<file path="src/rtl/pesg_pkg.sv">
package pesg_pkg;
  typedef enum logic [1:0] {
    ST_IDLE  = 2'd0,
    ST_RUN   = 2'd1,
    ST_FAKE  = 2'd2,
    ST_FAULT = 2'd3
  } pe_state_t;
endpackage

</file>
<file path="src/rtl/pesg_sequencer.sv">
module pesg_sequencer
  import pesg_pkg::*;
#(
  parameter int FAKE_CYC = 5000
) (
  input  logic      clk,
  input  logic      rst,
  input  logic      start,
  input  logic      start_erase,
  input  logic      start_msb,
  input  logic      target_prot,
  input  logic      op_done,
  input  logic      op_fail,
  input  logic      ctl_reset,
  output pe_state_t state_q,
  output logic      erase_q,
  output logic      msb_q,
  output logic      accept
);
  localparam int CNT_W = (FAKE_CYC > 1) ? $clog2(FAKE_CYC) : 1;
  localparam logic [CNT_W-1:0] CNT_LOAD = CNT_W'(FAKE_CYC - 1);

  logic [CNT_W-1:0] cnt_q;

  // A start is taken only when idle and not a protected program.
  assign accept = (state_q == ST_IDLE) && start && !ctl_reset &&
                  (!target_prot || start_erase);

  always_ff @(posedge clk) begin
    if (rst) begin
      state_q <= ST_IDLE;
      erase_q <= 1'b0;
      msb_q   <= 1'b0;
      cnt_q   <= '0;
    end else if (ctl_reset) begin
      state_q <= ST_IDLE;
    end else begin
      unique case (state_q)
        ST_IDLE: begin
          if (accept) begin
            erase_q <= start_erase;
            msb_q   <= start_msb;
            if (target_prot) begin
              state_q <= ST_FAKE;
              cnt_q   <= CNT_LOAD;
            end else begin
              state_q <= ST_RUN;
            end
          end
        end
        ST_RUN: begin
          if (op_fail)      state_q <= ST_FAULT;
          else if (op_done) state_q <= ST_IDLE;
        end
        ST_FAKE: begin
          if (cnt_q == '0) state_q <= ST_IDLE;
          else             cnt_q   <= cnt_q - 1'b1;
        end
        ST_FAULT: begin
          state_q <= ST_FAULT;
        end
        default: state_q <= ST_IDLE;
      endcase
    end
  end
endmodule

</file>
<file path="src/rtl/pesg_toggle.sv">
module pesg_toggle (
  input  logic clk,
  input  logic rst,
  input  logic clear,
  input  logic step,
  output logic tog_q
);
  always_ff @(posedge clk) begin
    if (rst)       tog_q <= 1'b0;
    else if (clear) tog_q <= 1'b0;
    else if (step)  tog_q <= ~tog_q;
  end
endmodule

</file>
<file path="src/rtl/pesg_byte_fmt.sv">
module pesg_byte_fmt
  import pesg_pkg::*;
#(
  parameter int DATA_W = 8
) (
  input  pe_state_t         state,
  input  logic              erase,
  input  logic              msb,
  input  logic              tog,
  input  logic              win_open,
  input  logic [DATA_W-1:0] array_rd,
  output logic [DATA_W-1:0] byte_out
);
  localparam int POLL = DATA_W - 1;
  localparam int TOGB = DATA_W - 2;
  localparam int ERRB = DATA_W - 3;
  localparam int TMRB = DATA_W - 5;

  logic [DATA_W-1:0] stat;

  always_comb begin
    stat       = '0;
    stat[POLL] = (state == ST_FAKE || erase) ? 1'b0 : ~msb;
    stat[TOGB] = tog;
    stat[ERRB] = (state == ST_FAULT);
    stat[TMRB] = (state == ST_FAKE) ? 1'b1 : (erase ? ~win_open : 1'b0);
    byte_out   = (state == ST_IDLE) ? array_rd : stat;
  end
endmodule

</file>
<file path="src/rtl/pesg_status_gen.sv">
module pesg_status_gen
  import pesg_pkg::*;
#(
  parameter int DATA_W   = 8,
  parameter int FAKE_CYC = 5000
) (
  input  logic              clk,
  input  logic              rst,
  input  logic              start,
  input  logic              start_erase,
  input  logic              start_msb,
  input  logic              target_prot,
  input  logic              op_done,
  input  logic              op_fail,
  input  logic              ctl_reset,
  input  logic              erase_win_open,
  input  logic              erase_suspend,
  input  logic              rd_strobe,
  input  logic [DATA_W-1:0] array_rd,
  output logic [DATA_W-1:0] rd_data,
  output logic              rd_valid
);
  pe_state_t         st_q;
  logic              erase_q, msb_q, accept, tog_q, tog_step;
  logic [DATA_W-1:0] byte_now;

  pesg_sequencer #(.FAKE_CYC(FAKE_CYC)) u_seq (
    .clk(clk), .rst(rst), .start(start), .start_erase(start_erase),
    .start_msb(start_msb), .target_prot(target_prot), .op_done(op_done),
    .op_fail(op_fail), .ctl_reset(ctl_reset), .state_q(st_q),
    .erase_q(erase_q), .msb_q(msb_q), .accept(accept)
  );

  assign tog_step = rd_strobe &&
                    ((st_q == ST_RUN && !(erase_suspend && erase_q)) ||
                     st_q == ST_FAKE);

  pesg_toggle u_tog (
    .clk(clk), .rst(rst), .clear(accept), .step(tog_step), .tog_q(tog_q)
  );

  pesg_byte_fmt #(.DATA_W(DATA_W)) u_fmt (
    .state(st_q), .erase(erase_q), .msb(msb_q), .tog(tog_q),
    .win_open(erase_win_open), .array_rd(array_rd), .byte_out(byte_now)
  );

  always_ff @(posedge clk) begin
    if (rst) begin
      rd_valid <= 1'b0;
      rd_data  <= '0;
    end else begin
      rd_valid <= rd_strobe;
      if (rd_strobe) rd_data <= byte_now;
    end
  end
endmodule

</file>
<file path="config.mk">
export PLATFORM = sky130hd
export DESIGN_NAME = pesg_status_gen
export DESIGN_NICKNAME = d
export VERILOG_FILES = /design/src/rtl/pesg_pkg.sv /design/src/rtl/pesg_sequencer.sv /design/src/rtl/pesg_toggle.sv /design/src/rtl/pesg_byte_fmt.sv /design/src/rtl/pesg_status_gen.sv
export SDC_FILE = /design/constraint.sdc
export NUM_CORES = 1
export LEC_CHECK = 0
export BUFFER_PORTS_ARGS = -buffer_cell sky130_fd_sc_hd__buf_2
export CAP_MARGIN = 20
export CORE_MARGIN = 2
export CORE_UTILIZATION = 48
export CTS_CLUSTER_SIZE = 28
export DETAILED_ROUTE_END_ITERATION = 8
export GPL_ROUTABILITY_DRIVEN = 0
export GPL_TIMING_DRIVEN = 0
export PLACE_DENSITY = 0.71
export SLEW_MARGIN = 20
export SYNTH_ARGS = -nofsm -noshare
export SYNTH_HDL_FRONTEND = slang
export SYNTH_SLANG_ARGS = --single-unit
export TNS_END_PERCENT = 10
</file>
<file path="constraint.sdc">
create_clock -name clk -period 1.75 [get_ports clk]
set_input_delay 0.2625 -clock clk [delete_from_list [all_inputs] [get_ports clk]]
set_output_delay 0.2625 -clock clk [all_outputs]
set_load 0.02 [all_outputs]
</file>
==> results.cfg <==
[detailed_routing]
drcViolationCount = 0
via_per_inst = 5.91
ant_nets = 0
wirelength_mm = 3.60
drt-pass1-iter-count = 4
via_count = 1412
wire_per_inst_um = 15.1
drt_iter0_markers = 108

[final_layout]
area_growth_pct = 27.2
layout.nets = 231
layout.cells.non_filler = 239
fin_util_pct = 64.7
antenna_cells = 0
final_layout_size_suffix_gt1_share_pct = 36.5

[global_routing]
antenna_found_initial = 0
grt_usage_pct = 20.5
grt_overflow = 0
grt_max_degree = 15
grt_pass1_vias = 1230
grt_pass1_wl_mm = 5.42

[clock_network]
worstSkewPairLatency_ps = 330
clock-sinks = 27
cts_made_buffers = 3
path_clk_slew_ps = 150
cts_hold_buf = 0
clk_path_buf_depth = 2
htreeDepth = 1
cts-root-buf = clkbuf_4
tritoncts = done

[worst_setup_path]
critPathArrivalTime_ps = 2050
reg2reg_slack_ps = -60
endpoint_kind = flip-flop
cp.required_ps = 1990
reg2regPathDepth = 8
reg2reg_to = u_seq.cnt_q[8]
start_kind = flip-flop
r2r-start = u_seq.cnt_q[0]
path_max_fanout = 5
crit_type = flip-flop to flip-flop

[power]
clockPowerShare_pct = 23.0
p_int_uw = 861
p_per_area_nw_per_um2 = 683
max-vdd-ir-drop_v = 0.000461
leakage_nw = 0.718
swShare_pct = 30.0
p_switching_uw = 369
p_comb_share_pct = 23.0
p_seq_share_pct = 54.0

[placement]
port_buffers = 28
hpwl_mm = 2.37
place_ws_ps = -136
dp_cells = 221

[sta]
maxSlewHeadroom_pct = 62.5
rsz0062_at_grt = true
setup_ws_ps = -58.0
skew_ps = 7.51
period_share_pct = 103
max_freq_ghz = 0.553
setup_tns_ps = -225
setup_violations = 8
hold-worst-slack_ps = 150
tightest_slew_ps = 563
timing.final.max_slew_violations = 0
period_needed_ps = 1810
hold_violations = 0

[min_path]
worst_hold_startpoint = start_msb
min_path_type = primary input to flip-flop
hold_end = u_seq.msb_q
min_path_cells = 3

[synth]
syn-instance-count = 162
ys.warnings.count = 0
synth_simple_gate_area_share_pct = 26.3
synth_area_um2 = 1420
yosysSeqAreaShare_pct = 38.2
async_reset_ff_share_pct = 0
synth_top_family_by_area = compound AO/OA/AOI/OAI gates
synth-edff-count = 0
synthAdderAreaFrac_pct = 1.77
synth_compound_area_share_pct = 26.8
synth_xor_xnor_area_share_pct = 0.619
synth_area_per_cell_um2 = 8.74
ys_ff_latch = 27
synth_cell_types = 46
synth.area.mux_share_pct = 1.41
syn_nets = 184
ys.flop_type = dfxtp_1

[floorplanning]
die-height_um = 58.3
pin_count = 29
rows = 19
start_util_pct = 50.9
die_w_um = 58.3
dieArea_um2 = 3400
core_um2 = 2780

[outcome]
violations = negative setup slack
outcome = complete, but fails checks

[flow_run]
maxCapViolations = 0
[area by class of cell]
type	count	area [um2]
inverters	6	22.5
multi-input cells	121	872
clock buffers	4	26.3
fillers	239	981
well taps	31	38.8
flip-flops and latches	27	544
plain buffers	8	47.5
repair buffers	42	249
[per-stage QoR]
step / instance area [um2] / total power [mW]
after detailed placement: 1590 / 0.897
after global placement: 1590 / 0.890
after floorplan: 1420 / 0.824
after CTS: 1690 / 1.18
final: 1800 / 1.23
after global routing: 1800 / 1.28
[critical path, stage by stage, from the launching register on]
cell	delay (ps)
dfxtp_2	360
inv_2	70
ha_4	120
nor4b_4	290
nand4_1	190
o21a_2	290
buf_6	140
o21a_1	90
o21a_1	150
[state kept, by name, indices dropped and copies added (netlist names)]
signal,flops
u_seq.cnt_q,13
rd_data,8
u_seq.state_q,2
rd_valid,1
u_seq.erase_q,1
u_seq.msb_q,1
u_tog.tog_q,1
[repair_timing]
item                                    4_1_cts  5_1_grt
cloned                                        1        0
gates resized for setup                       7       17
setup buffers                                 6        7
pin swaps                                     2        8
endpoints found under the setup margin       11       13
[power by group through the flow]
stage / registers (mW) / clock network (mW) / logic (mW)
3_5_place_dp: 0.675 / 0 / 0.222
4_1_cts: 0.663 / 0.282 / 0.241
5_1_grt: 0.667 / 0.300 / 0.310
2_1_floorplan: 0.688 / 0 / 0.136
3_3_place_gp: 0.673 / 0 / 0.217
6_report: 0.664 / 0.283 / 0.283
[worst max-delay path by stage]
stage / start / end / depth (start not counted)
after floorplan: u_seq.cnt_q[0] / u_seq.cnt_q[7] / 7
final: u_seq.cnt_q[0] / u_seq.cnt_q[8] / 8
after global placement: u_seq.cnt_q[0] / u_seq.cnt_q[10] / 8
after global routing: u_seq.cnt_q[0] / u_seq.cnt_q[12] / 7
after CTS: u_seq.cnt_q[0] / u_seq.cnt_q[8] / 8
after detailed placement: u_seq.cnt_q[0] / u_seq.cnt_q[10] / 8
[cell usage after synthesis, types with 2 or more instances]
library cell / count / area (um2)
a211oi_1: 3 / 22.5
a21oi_1: 11 / 55.1
a311oi_1: 5 / 43.8
a311oi_2: 2 / 30.0
a31oi_1: 6 / 37.5
a32oi_1: 2 / 17.5
and3_1: 2 / 12.5
buf_6: 2 / 22.5
clkbuf_1: 5 / 18.8
dfxtp_1: 27 / 541
ha_1: 2 / 25.0
inv_1: 6 / 22.5
mux2i_1: 2 / 20.0
nand2_1: 16 / 60.1
nand2b_1: 6 / 37.5
nand3_1: 6 / 30.0
nand3b_1: 2 / 15.0
nand4_1: 4 / 25.0
nor2_1: 16 / 60.1
nor2b_1: 3 / 18.8
nor3_1: 2 / 10.0
nor4_1: 2 / 12.5
o21a_1: 3 / 22.5
o21ai_0: 3 / 15.0
o21ai_1: 2 / 10.0
o311ai_1: 2 / 17.5
[layer usage]
layer | part of all wire (%) | global-route usage (%) | vias up
li1 | - | - | 699
met1 | 45 | 27.9 | 668
met2 | 49 | 33.9 | 38
met3 | 4.7 | 2.64 | 7
met4 | 1.6 | 6.64 | 0
met5 | 0 | 0 | -
[cell usage in the layout (no fill, tap or decap), types with 2 or more instances in the layout]
cell type and instances:
a32oi_1 2, nor4_1 2, nor2b_1 2, o21ai_1 2
o21a_1 2, nand3b_1 2, nand2b_1 6, mux2i_1 2
a21oi_2 3, buf_6 3, a211oi_1 3, clkbuf_1 5
a311oi_2 2, buf_4 13, a21oi_1 8, dfxtp_1 24
nor2_2 3, nand3_1 6, inv_2 2, nor3_4 3
nor2_1 13, o21ai_0 3, inv_1 4, a311oi_1 5
buf_2 29, dfxtp_2 3, clkbuf_4 3, nand4_1 4
and3_1 2, nand2_1 16, a31oi_1 5
[logic make-up after synthesis]
family,after synthesis
AND/OR/NAND/NOR,67
adder cells (fa/ha/maj),2
buffers and inverters,14
multiplexers,2
AO/OA/AOI/OAI,49
XOR/XNOR,1
flip-flops,27
Note: power is estimated with default switching activity, not from simulation.
